**config.mk**
```make
export PLATFORM = sky130hd
export DESIGN_NAME = irq_redir_regs
export DESIGN_NICKNAME = d
export VERILOG_FILES = /design/src/rtl/irr_pkg.sv /design/src/rtl/irr_bus_if.sv /design/src/rtl/irr_entry.sv /design/src/rtl/irq_redir_regs.sv
export SDC_FILE = /design/constraint.sdc
export NUM_CORES = 2
export LEC_CHECK = 0
export BUFFER_PORTS_ARGS = -buffer_cell sky130_fd_sc_hd__buf_2
export CORE_AREA = 3 3 653 655
export CTS_BUF_LIST = sky130_fd_sc_hd__clkbuf_4
export DETAILED_ROUTE_END_ITERATION = 16
export DIE_AREA = 0 0 656 658
export HOLD_SLACK_MARGIN = 0.1
export PLACE_DENSITY = 0.38
export SLEW_MARGIN = 20
export SYNTH_ARGS = -nofsm -noshare
export SYNTH_HDL_FRONTEND = slang
export SYNTH_SLANG_ARGS = --single-unit
```
**constraint.sdc**
```tcl
create_clock -name clk -period 3.8 [get_ports clk]
set_clock_uncertainty 0.1 [all_clocks]
set_input_delay 0.57 -clock clk [delete_from_list [all_inputs] [get_ports clk]]
set_output_delay 0.57 -clock clk [all_outputs]
set_load 0.02 [all_outputs]
```
**src/rtl/irr_pkg.sv**
```systemverilog
package irr_pkg;
  localparam logic [7:0]  OFS_SEL   = 8'h00;
  localparam logic [7:0]  OFS_WIN   = 8'h10;
  localparam logic [7:0]  IDX_ID    = 8'h00;
  localparam logic [7:0]  IDX_VER   = 8'h01;
  localparam logic [7:0]  IDX_ARB   = 8'h02;
  localparam int          IDX_TBL   = 16;
  localparam logic [7:0]  VER_CODE  = 8'h11;
  localparam logic [2:0]  SIZE_WORD = 3'd4;
  localparam logic [63:0] ENT_RST   = 64'h0001_0000_0001_0000;
  localparam logic [31:0] LO_RO     = 32'h0000_5000;
  localparam int          B_BUSY    = 12;
  localparam int          B_INSV    = 14;
  localparam int          B_TRIG    = 15;
endpackage

```
**src/rtl/irr_bus_if.sv**
```systemverilog
module irr_bus_if
  import irr_pkg::*;
(
  input  logic        clk,
  input  logic        rst_n,
  input  logic        req_valid,
  output logic        req_ready,
  input  logic        req_write,
  input  logic [7:0]  req_addr,
  input  logic [2:0]  req_size,
  input  logic [31:0] req_wdata,
  output logic        rsp_valid,
  input  logic        rsp_ready,
  output logic [31:0] rsp_rdata,
  input  logic [31:0] win_rdata,
  output logic [7:0]  sel,
  output logic        win_wr
);
  logic accept, good, sel_wr;
  logic [31:0] rd_next;

  assign req_ready = !rsp_valid || rsp_ready;
  assign accept    = req_valid && req_ready;
  assign good      = (req_size == SIZE_WORD);
  assign sel_wr    = accept && good && req_write && (req_addr == OFS_SEL);
  assign win_wr    = accept && good && req_write && (req_addr == OFS_WIN);

  always_comb begin
    if (!good || req_write)        rd_next = '0;
    else if (req_addr == OFS_SEL)  rd_next = {24'h0, sel};
    else if (req_addr == OFS_WIN)  rd_next = win_rdata;
    else                           rd_next = 32'hFFFF_FFFF;
  end

  always_ff @(posedge clk) begin
    if (!rst_n) begin
      sel       <= '0;
      rsp_valid <= 1'b0;
      rsp_rdata <= '0;
    end else begin
      if (sel_wr) sel <= req_wdata[7:0];
      if (accept) begin
        rsp_valid <= 1'b1;
        rsp_rdata <= rd_next;
      end else if (rsp_ready) begin
        rsp_valid <= 1'b0;
      end
    end
  end

  assert_rsp_hold_R11: assert property (@(posedge clk) disable iff (!rst_n)
    (rsp_valid && !rsp_ready) |=> (rsp_valid && $stable(rsp_rdata)));
  assert_sel_capture_R1: assert property (@(posedge clk) disable iff (!rst_n)
    sel_wr |=> (sel == $past(req_wdata[7:0])));
  assert_bad_size_keeps_sel_R3: assert property (@(posedge clk) disable iff (!rst_n)
    (accept && !good) |=> $stable(sel));
endmodule

```
**src/rtl/irr_entry.sv**
```systemverilog
module irr_entry
  import irr_pkg::*;
(
  input  logic        clk,
  input  logic        rst_n,
  input  logic        wr_lo,
  input  logic        wr_hi,
  input  logic [31:0] wdata,
  input  logic        rirr_set,
  input  logic        dlv_busy,
  output logic [63:0] ent
);
  logic [63:0] nxt;

  always_comb begin
    nxt = ent;
    if (wr_lo) nxt[31:0]  = (ent[31:0] & LO_RO) | (wdata & ~LO_RO);
    if (wr_hi) nxt[63:32] = wdata;
    nxt[B_INSV] = nxt[B_TRIG] & (nxt[B_INSV] | rirr_set);
    nxt[B_BUSY] = dlv_busy;
  end

  always_ff @(posedge clk) begin
    if (!rst_n) ent <= ENT_RST;
    else        ent <= nxt;
  end

  assert_lo_merge_R7: assert property (@(posedge clk) disable iff (!rst_n)
    (wr_lo && !rirr_set) |=> (ent[B_INSV] == ($past(ent[B_INSV]) && $past(wdata[B_TRIG]))));
  assert_edge_clears_R8: assert property (@(posedge clk) disable iff (!rst_n)
    (wr_lo && !wdata[B_TRIG]) |=> !ent[B_INSV]);
  assert_hi_store_R6: assert property (@(posedge clk) disable iff (!rst_n)
    wr_hi |=> (ent[63:32] == $past(wdata)));
endmodule

```
**src/rtl/irq_redir_regs.sv**
```systemverilog
module irq_redir_regs
  import irr_pkg::*;
#(
  parameter int NPINS = 24
) (
  input  logic                clk,
  input  logic                rst_n,
  input  logic                req_valid,
  output logic                req_ready,
  input  logic                req_write,
  input  logic [7:0]          req_addr,
  input  logic [2:0]          req_size,
  input  logic [31:0]         req_wdata,
  output logic                rsp_valid,
  input  logic                rsp_ready,
  output logic [31:0]         rsp_rdata,
  input  logic [NPINS-1:0]    rirr_set,
  input  logic [NPINS-1:0]    dlv_busy,
  output logic [NPINS-1:0]    entry_upd,
  output logic [NPINS*64-1:0] entries_o
);
  localparam int TBL_END = IDX_TBL + 2 * NPINS;
  localparam logic [7:0] MAXPIN = 8'(NPINS - 1);

  logic [7:0]  sel;
  logic        win_wr;
  logic [31:0] win_rdata, tbl_rd;
  logic [3:0]  id_q;
  logic        tbl_hit;
  logic [7:0]  tbl_off;
  logic [6:0]  pin_idx;
  logic [63:0] ent [NPINS];
  logic [NPINS-1:0] wr_lo, wr_hi;

  irr_bus_if u_bus (
    .clk(clk), .rst_n(rst_n),
    .req_valid(req_valid), .req_ready(req_ready), .req_write(req_write),
    .req_addr(req_addr), .req_size(req_size), .req_wdata(req_wdata),
    .rsp_valid(rsp_valid), .rsp_ready(rsp_ready), .rsp_rdata(rsp_rdata),
    .win_rdata(win_rdata), .sel(sel), .win_wr(win_wr)
  );

  assign tbl_hit = (int'(sel) >= IDX_TBL) && (int'(sel) < TBL_END);
  assign tbl_off = sel - 8'(IDX_TBL);
  assign pin_idx = tbl_off[7:1];

  genvar gi;
  generate
    for (gi = 0; gi < NPINS; gi++) begin : g_pin
      assign wr_lo[gi] = win_wr && tbl_hit && (pin_idx == 7'(gi)) && !sel[0];
      assign wr_hi[gi] = win_wr && tbl_hit && (pin_idx == 7'(gi)) &&  sel[0];
      irr_entry u_ent (
        .clk(clk), .rst_n(rst_n),
        .wr_lo(wr_lo[gi]), .wr_hi(wr_hi[gi]), .wdata(req_wdata),
        .rirr_set(rirr_set[gi]), .dlv_busy(dlv_busy[gi]),
        .ent(ent[gi])
      );
      assign entries_o[gi*64 +: 64] = ent[gi];
    end
  endgenerate

  always_comb begin
    tbl_rd = '0;
    for (int i = 0; i < NPINS; i++)
      if (pin_idx == 7'(i)) tbl_rd = sel[0] ? ent[i][63:32] : ent[i][31:0];
  end

  always_comb begin
    if (sel == IDX_ID || sel == IDX_ARB) win_rdata = {4'h0, id_q, 24'h0};
    else if (sel == IDX_VER)             win_rdata = {8'h0, MAXPIN, 8'h0, VER_CODE};
    else if (tbl_hit)                    win_rdata = tbl_rd;
    else                                 win_rdata = '0;
  end

  always_ff @(posedge clk) begin
    if (!rst_n) begin
      id_q      <= '0;
      entry_upd <= '0;
    end else begin
      if (win_wr && sel == IDX_ID) id_q <= req_wdata[27:24];
      entry_upd <= wr_lo | wr_hi;
    end
  end

  assert_upd_onehot_R10: assert property (@(posedge clk) disable iff (!rst_n)
    $onehot0(entry_upd));
  assert_id_write_R4: assert property (@(posedge clk) disable iff (!rst_n)
    (win_wr && sel == IDX_ID) |=> (id_q == $past(req_wdata[27:24])));
  assert_id_keep_R4: assert property (@(posedge clk) disable iff (!rst_n)
    !(win_wr && sel == IDX_ID) |=> $stable(id_q));
endmodule

```
==> impl_results.md <==
* Critical Path, Cell by Cell: dlygate4sd3_1 > buf_2 > or4_1 > dlygate4sd3_1 > buf_4 > nor3_2 > dlygate4sd3_1 > buf_4 > buf_4 > nand4_1 > a22oi_2 > a2111oi_4 > buf_4 > o311ai_2 > nand3_1
* Total negative slack for setup checks at -0.00797 ns
* Die ar. at 0.432 mm^2
* Number of top-level pins at 1,690
* Max frequency at 0.263 GHz
* PwrDens at 362 mW/mm^2
* Async set or reset register ratio after synthesis at 0%
* Global route overflow at 0
* Final standard cell utilization of the core at 24.8%
* First-pass GRT wire length at 843,000 um
* Initial antenna violation count at 111
* Most frequent standard cell in the layout excluding fill and tap cells: sky130_fd_sc_hd__nand2_1
* Required time at the worst-slack endpoint at 5.08 ns
* Number of buffer and inverter instances along the worst setup path at 8
* Maximum number of pins on one net before global-route repair at 173
* Clk Latency, worst-skew pair at 1.60 ns
* Number of unique standard cell types used by synthesis at 83
* Final net count at 11,470
* Layout cells sized above 1 at 32.1%
* Leak Pwr at 0.0393 uW
* Yosys top cell by area: sky130_fd_sc_hd__dfxtp_1
* Number of sinks driven by the clock tree at 1,605
* Total setup violations reported at the end of the flow at 1
* Time the final worst path needs with I/O delays and setup at 3.81 ns
* Fraction of the cycle the final worst path needs at 100%
* Sw power at 10,500 uW
* Total number of vias at 83,153
* Overall routed net length at 672,000 um
* Clock group share of total power at 50.1%
* Maximum cell stage delay along the critical path at 0.60 ns
* Count of flip-flops with a built-in enable after synthesis at 0
* Number of remaining DRC errors at 0
* Synthesized instance count at 8,906
* Dominant cells by area after synthesis: sky130_fd_sc_hd__dfxtp_1 (44%), sky130_fd_sc_hd__mux2i_1 (13%), sky130_fd_sc_hd__nand2_1 (12%)
* Synthesized area per cell at 8.11 um^2
* Placer congestion estimate at 0.997
* Max-cap violation count at 0
* Number of detailed-routing iterations run before antenna repair at 6
* Synthesized flop and latch total at 1,605
* Power share of the combinational group at 5.1%
* VDD IR-drop max at 236 uV
* CTS max path bufs at 4
* Die width at 656 um
* Sequential-to-total area share from yosys stat at 44.5%
* Iteration-0 DRC count of the detailed router at 10,587
* Internal cell power at 27,200 uW
* Critical-path cell with the highest stage delay: sky130_fd_sc_hd__dlygate4sd3_1
* Synth warn at 0
* Number of buffers added on ports at 1,689
* Sw Share at 27.8%
* Worst hold-check path type: in2reg
* HPWL after detailed placement at 515,000 um
* Category of the critical setup timing path: in2reg
* Capturing element type of the critical path: register
* Setup slack at placement at -0.855 ns
* Launching element type of the critical path: primary input
* Combined area of all synthesized cells at 0.0722 mm^2
* Routed wirelength normalized by instance count at 38.7 um
* Height of the chip at 658 um
* Max-slew violation count at 0
* Cell mode on critical path: sky130_fd_sc_hd__buf_4
* Final number of hold-violating endpoints at 0
* Power share of the sequential group at 44.8%
* Clock tree from TritonCTS: done
* Failing checks: setup timing
* Setup repair after global routing missed its margin: true
* Number of routed nets with antenna violations at 0
* Cell Count, Final, Fillers Out at 17,347
* Most frequent cells in the layout: sky130_fd_sc_hd__nand2_1 (2,269), sky130_fd_sc_hd__buf_2 (1,656), sky130_fd_sc_hd__dfxtp_1 (1,600)
* Setup WS post-layout at -0.00797 ns
* Dominant delay contributor by cell family on the critical path: buffers and inverters
* Average via count per standard cell at 4.79
* Dominant synthesized flop cell: sky130_fd_sc_hd__dfxtp_1
* Portion of synthesized cell area occupied by the leading cell type at 44.5%
* Number of buffers added by the clock tree synthesis step at 519
* Result of the run: finished, violations left
* Post-synthesis net count at 9,004
* Number of global-route vias before repair at 77,530
* Placed instance count at 16,162
* Root Buffer Master: sky130_fd_sc_hd__clkbuf_4
* Core area at 0.420 mm^2
* Overall global routing resource usage at 29.5%
* Remaining max-slew budget at the tightest pin at 7.94%
* Actual slew at the worst max-slew pin at 1.38 ns
* Arrival @ worst endpoint at 5.09 ns
* Area grow syn2layout at 44.3%
* Biggest fanout along the worst timing path at 16
* CTS clk-pin slew, worst paths at 0.06 ns
* Cell row count at 238
* Initial Utilization at 17.2%
* Number of H-tree levels at 6
-- worst min-delay path: stages --
cell	delay (ns)
sky130_fd_sc_hd__dlygate4sd3_1	0.52
sky130_fd_sc_hd__buf_2	0.10
sky130_fd_sc_hd__nor3b_1	0.05
sky130_fd_sc_hd__nand4_1	0.13
sky130_fd_sc_hd__buf_12	0.17
sky130_fd_sc_hd__o21ai_0	0.11
sky130_fd_sc_hd__a21oi_1	0.13
-- timing repair --
action,in CTS,in global routing
setup endpoints to repair,21,50
endpoints found under the hold margin,1603,7
gates cloned,0,5
pin swaps,16,9
gates resized for setup,79,34
hold buffers,295,1
setup buffers,14,15
-- final timing paths --
| check | startpoint | to | slack, ns | depth (start not counted) |
|---|---|---|---|---|
| setup / recovery | req_addr[3] | u_bus.rsp_rdata[28]$_SDFFE_PN0P_ | -0.008 | 15 |
| hold / removal | req_size[1] | u_bus.sel[7]$_SDFFE_PN0P_ | 0.21 | 7 |
| setup reg to reg | u_bus.sel[4]$_SDFFE_PN0P_ | u_bus.rsp_rdata[22]$_SDFFE_PN0P_ | 0 | 12 |
| hold reg to reg | g_pin[11].u_ent.ent[62]$_SDFFE_PN0P_ | g_pin[11].u_ent.ent[62]$_SDFFE_PN0P_ | 0.36 | 2 |
-- flip-flops by register name (all words and copies together) (netlist names) --
| name | count |
|---|---|
| entry_upd | 24 |
| g_pin.u_ent.ent | 1536 |
| id_q | 4 |
| u_bus.rsp_rdata | 32 |
| u_bus.rsp_valid | 1 |
| u_bus.sel | 8 |
-- per-layer routing --
metal | track usage [%] | wire, um | share of wire (%) | vias up
met1 | 37.7 | 279000 | 42 | 41457
met5 | 0 | 251 | 0.037 | -
li1 | - | - | - | 35769
met4 | 12.3 | 32300 | 4.8 | 36
met3 | 8.58 | 64700 | 9.6 | 990
met2 | 46.0 | 296000 | 44 | 4901
-- synthesized netlist by cell type, drive strengths merged (20+ instances only) --
| cell type | instances |
|---|---|
| nand2 | 2281 |
| dfxtp | 1605 |
| a211o | 21 |
| and2 | 35 |
| o311ai | 23 |
| o21ai | 308 |
| nor2b | 27 |
| clkbuf | 641 |
| a22oi | 44 |
| nor3 | 81 |
| nor2 | 608 |
| a211oi | 57 |
| mux4 | 21 |
| nand3 | 112 |
| a2111oi | 23 |
| mux2i | 950 |
| o211ai | 52 |
| a31oi | 43 |
| mux2 | 181 |
| o22ai | 58 |
| a21oi | 1260 |
| buf | 229 |
| nor4 | 20 |
-- cell families (layout without fill, tap and decap cells) --
group	after synthesis	in the layout	synth area share, %
AO/OA/AOI/OAI	2015	2015	15.7
other	0	44	0
XOR/XNOR	1	1	0.0121
buffers and inverters	877	3634	5.07
flip-flops	1605	1605	44.5
adder cells (fa/ha/maj)	2	2	0.0346
AND/OR/NAND/NOR	3254	3254	18.1
multiplexers	1152	1152	16.6
-- power groups by stage --
stage	Clock [uW]	Combinational (uW)	Sequential, uW
2_1_floorplan	0	487	17200
3_3_place_gp	0	1530	17200
3_5_place_dp	0	1530	17200
4_1_cts	19400	1930	16900
5_1_grt	20200	1950	16900
6_report	18900	1940	16900
-- stage by stage --
stage               instance area [um^2]  hold slack (ns)  total power [uW]
floorplan                          72200            0.362             17700
global placement                   93400            0.353             18800
detailed placement                 93400            0.359             18800
CTS                               104000            0.106             38200
global route                      104000            0.150             39000
finish                            104000            0.211             37700
-- area by class of cell --
class / instances / area (um^2)
diodes: 44 / 110
well taps: 5640 / 7060
fillers: 46916 / 316000
flip-flops and latches: 1605 / 32100
multi-input cells: 6424 / 37800
inverters: 7 / 36.3
clock buffers: 708 / 5320
clock inverters: 104 / 1020
repair buffers: 2815 / 20700
No activity file was read; power rests on OpenSTA's default activity.
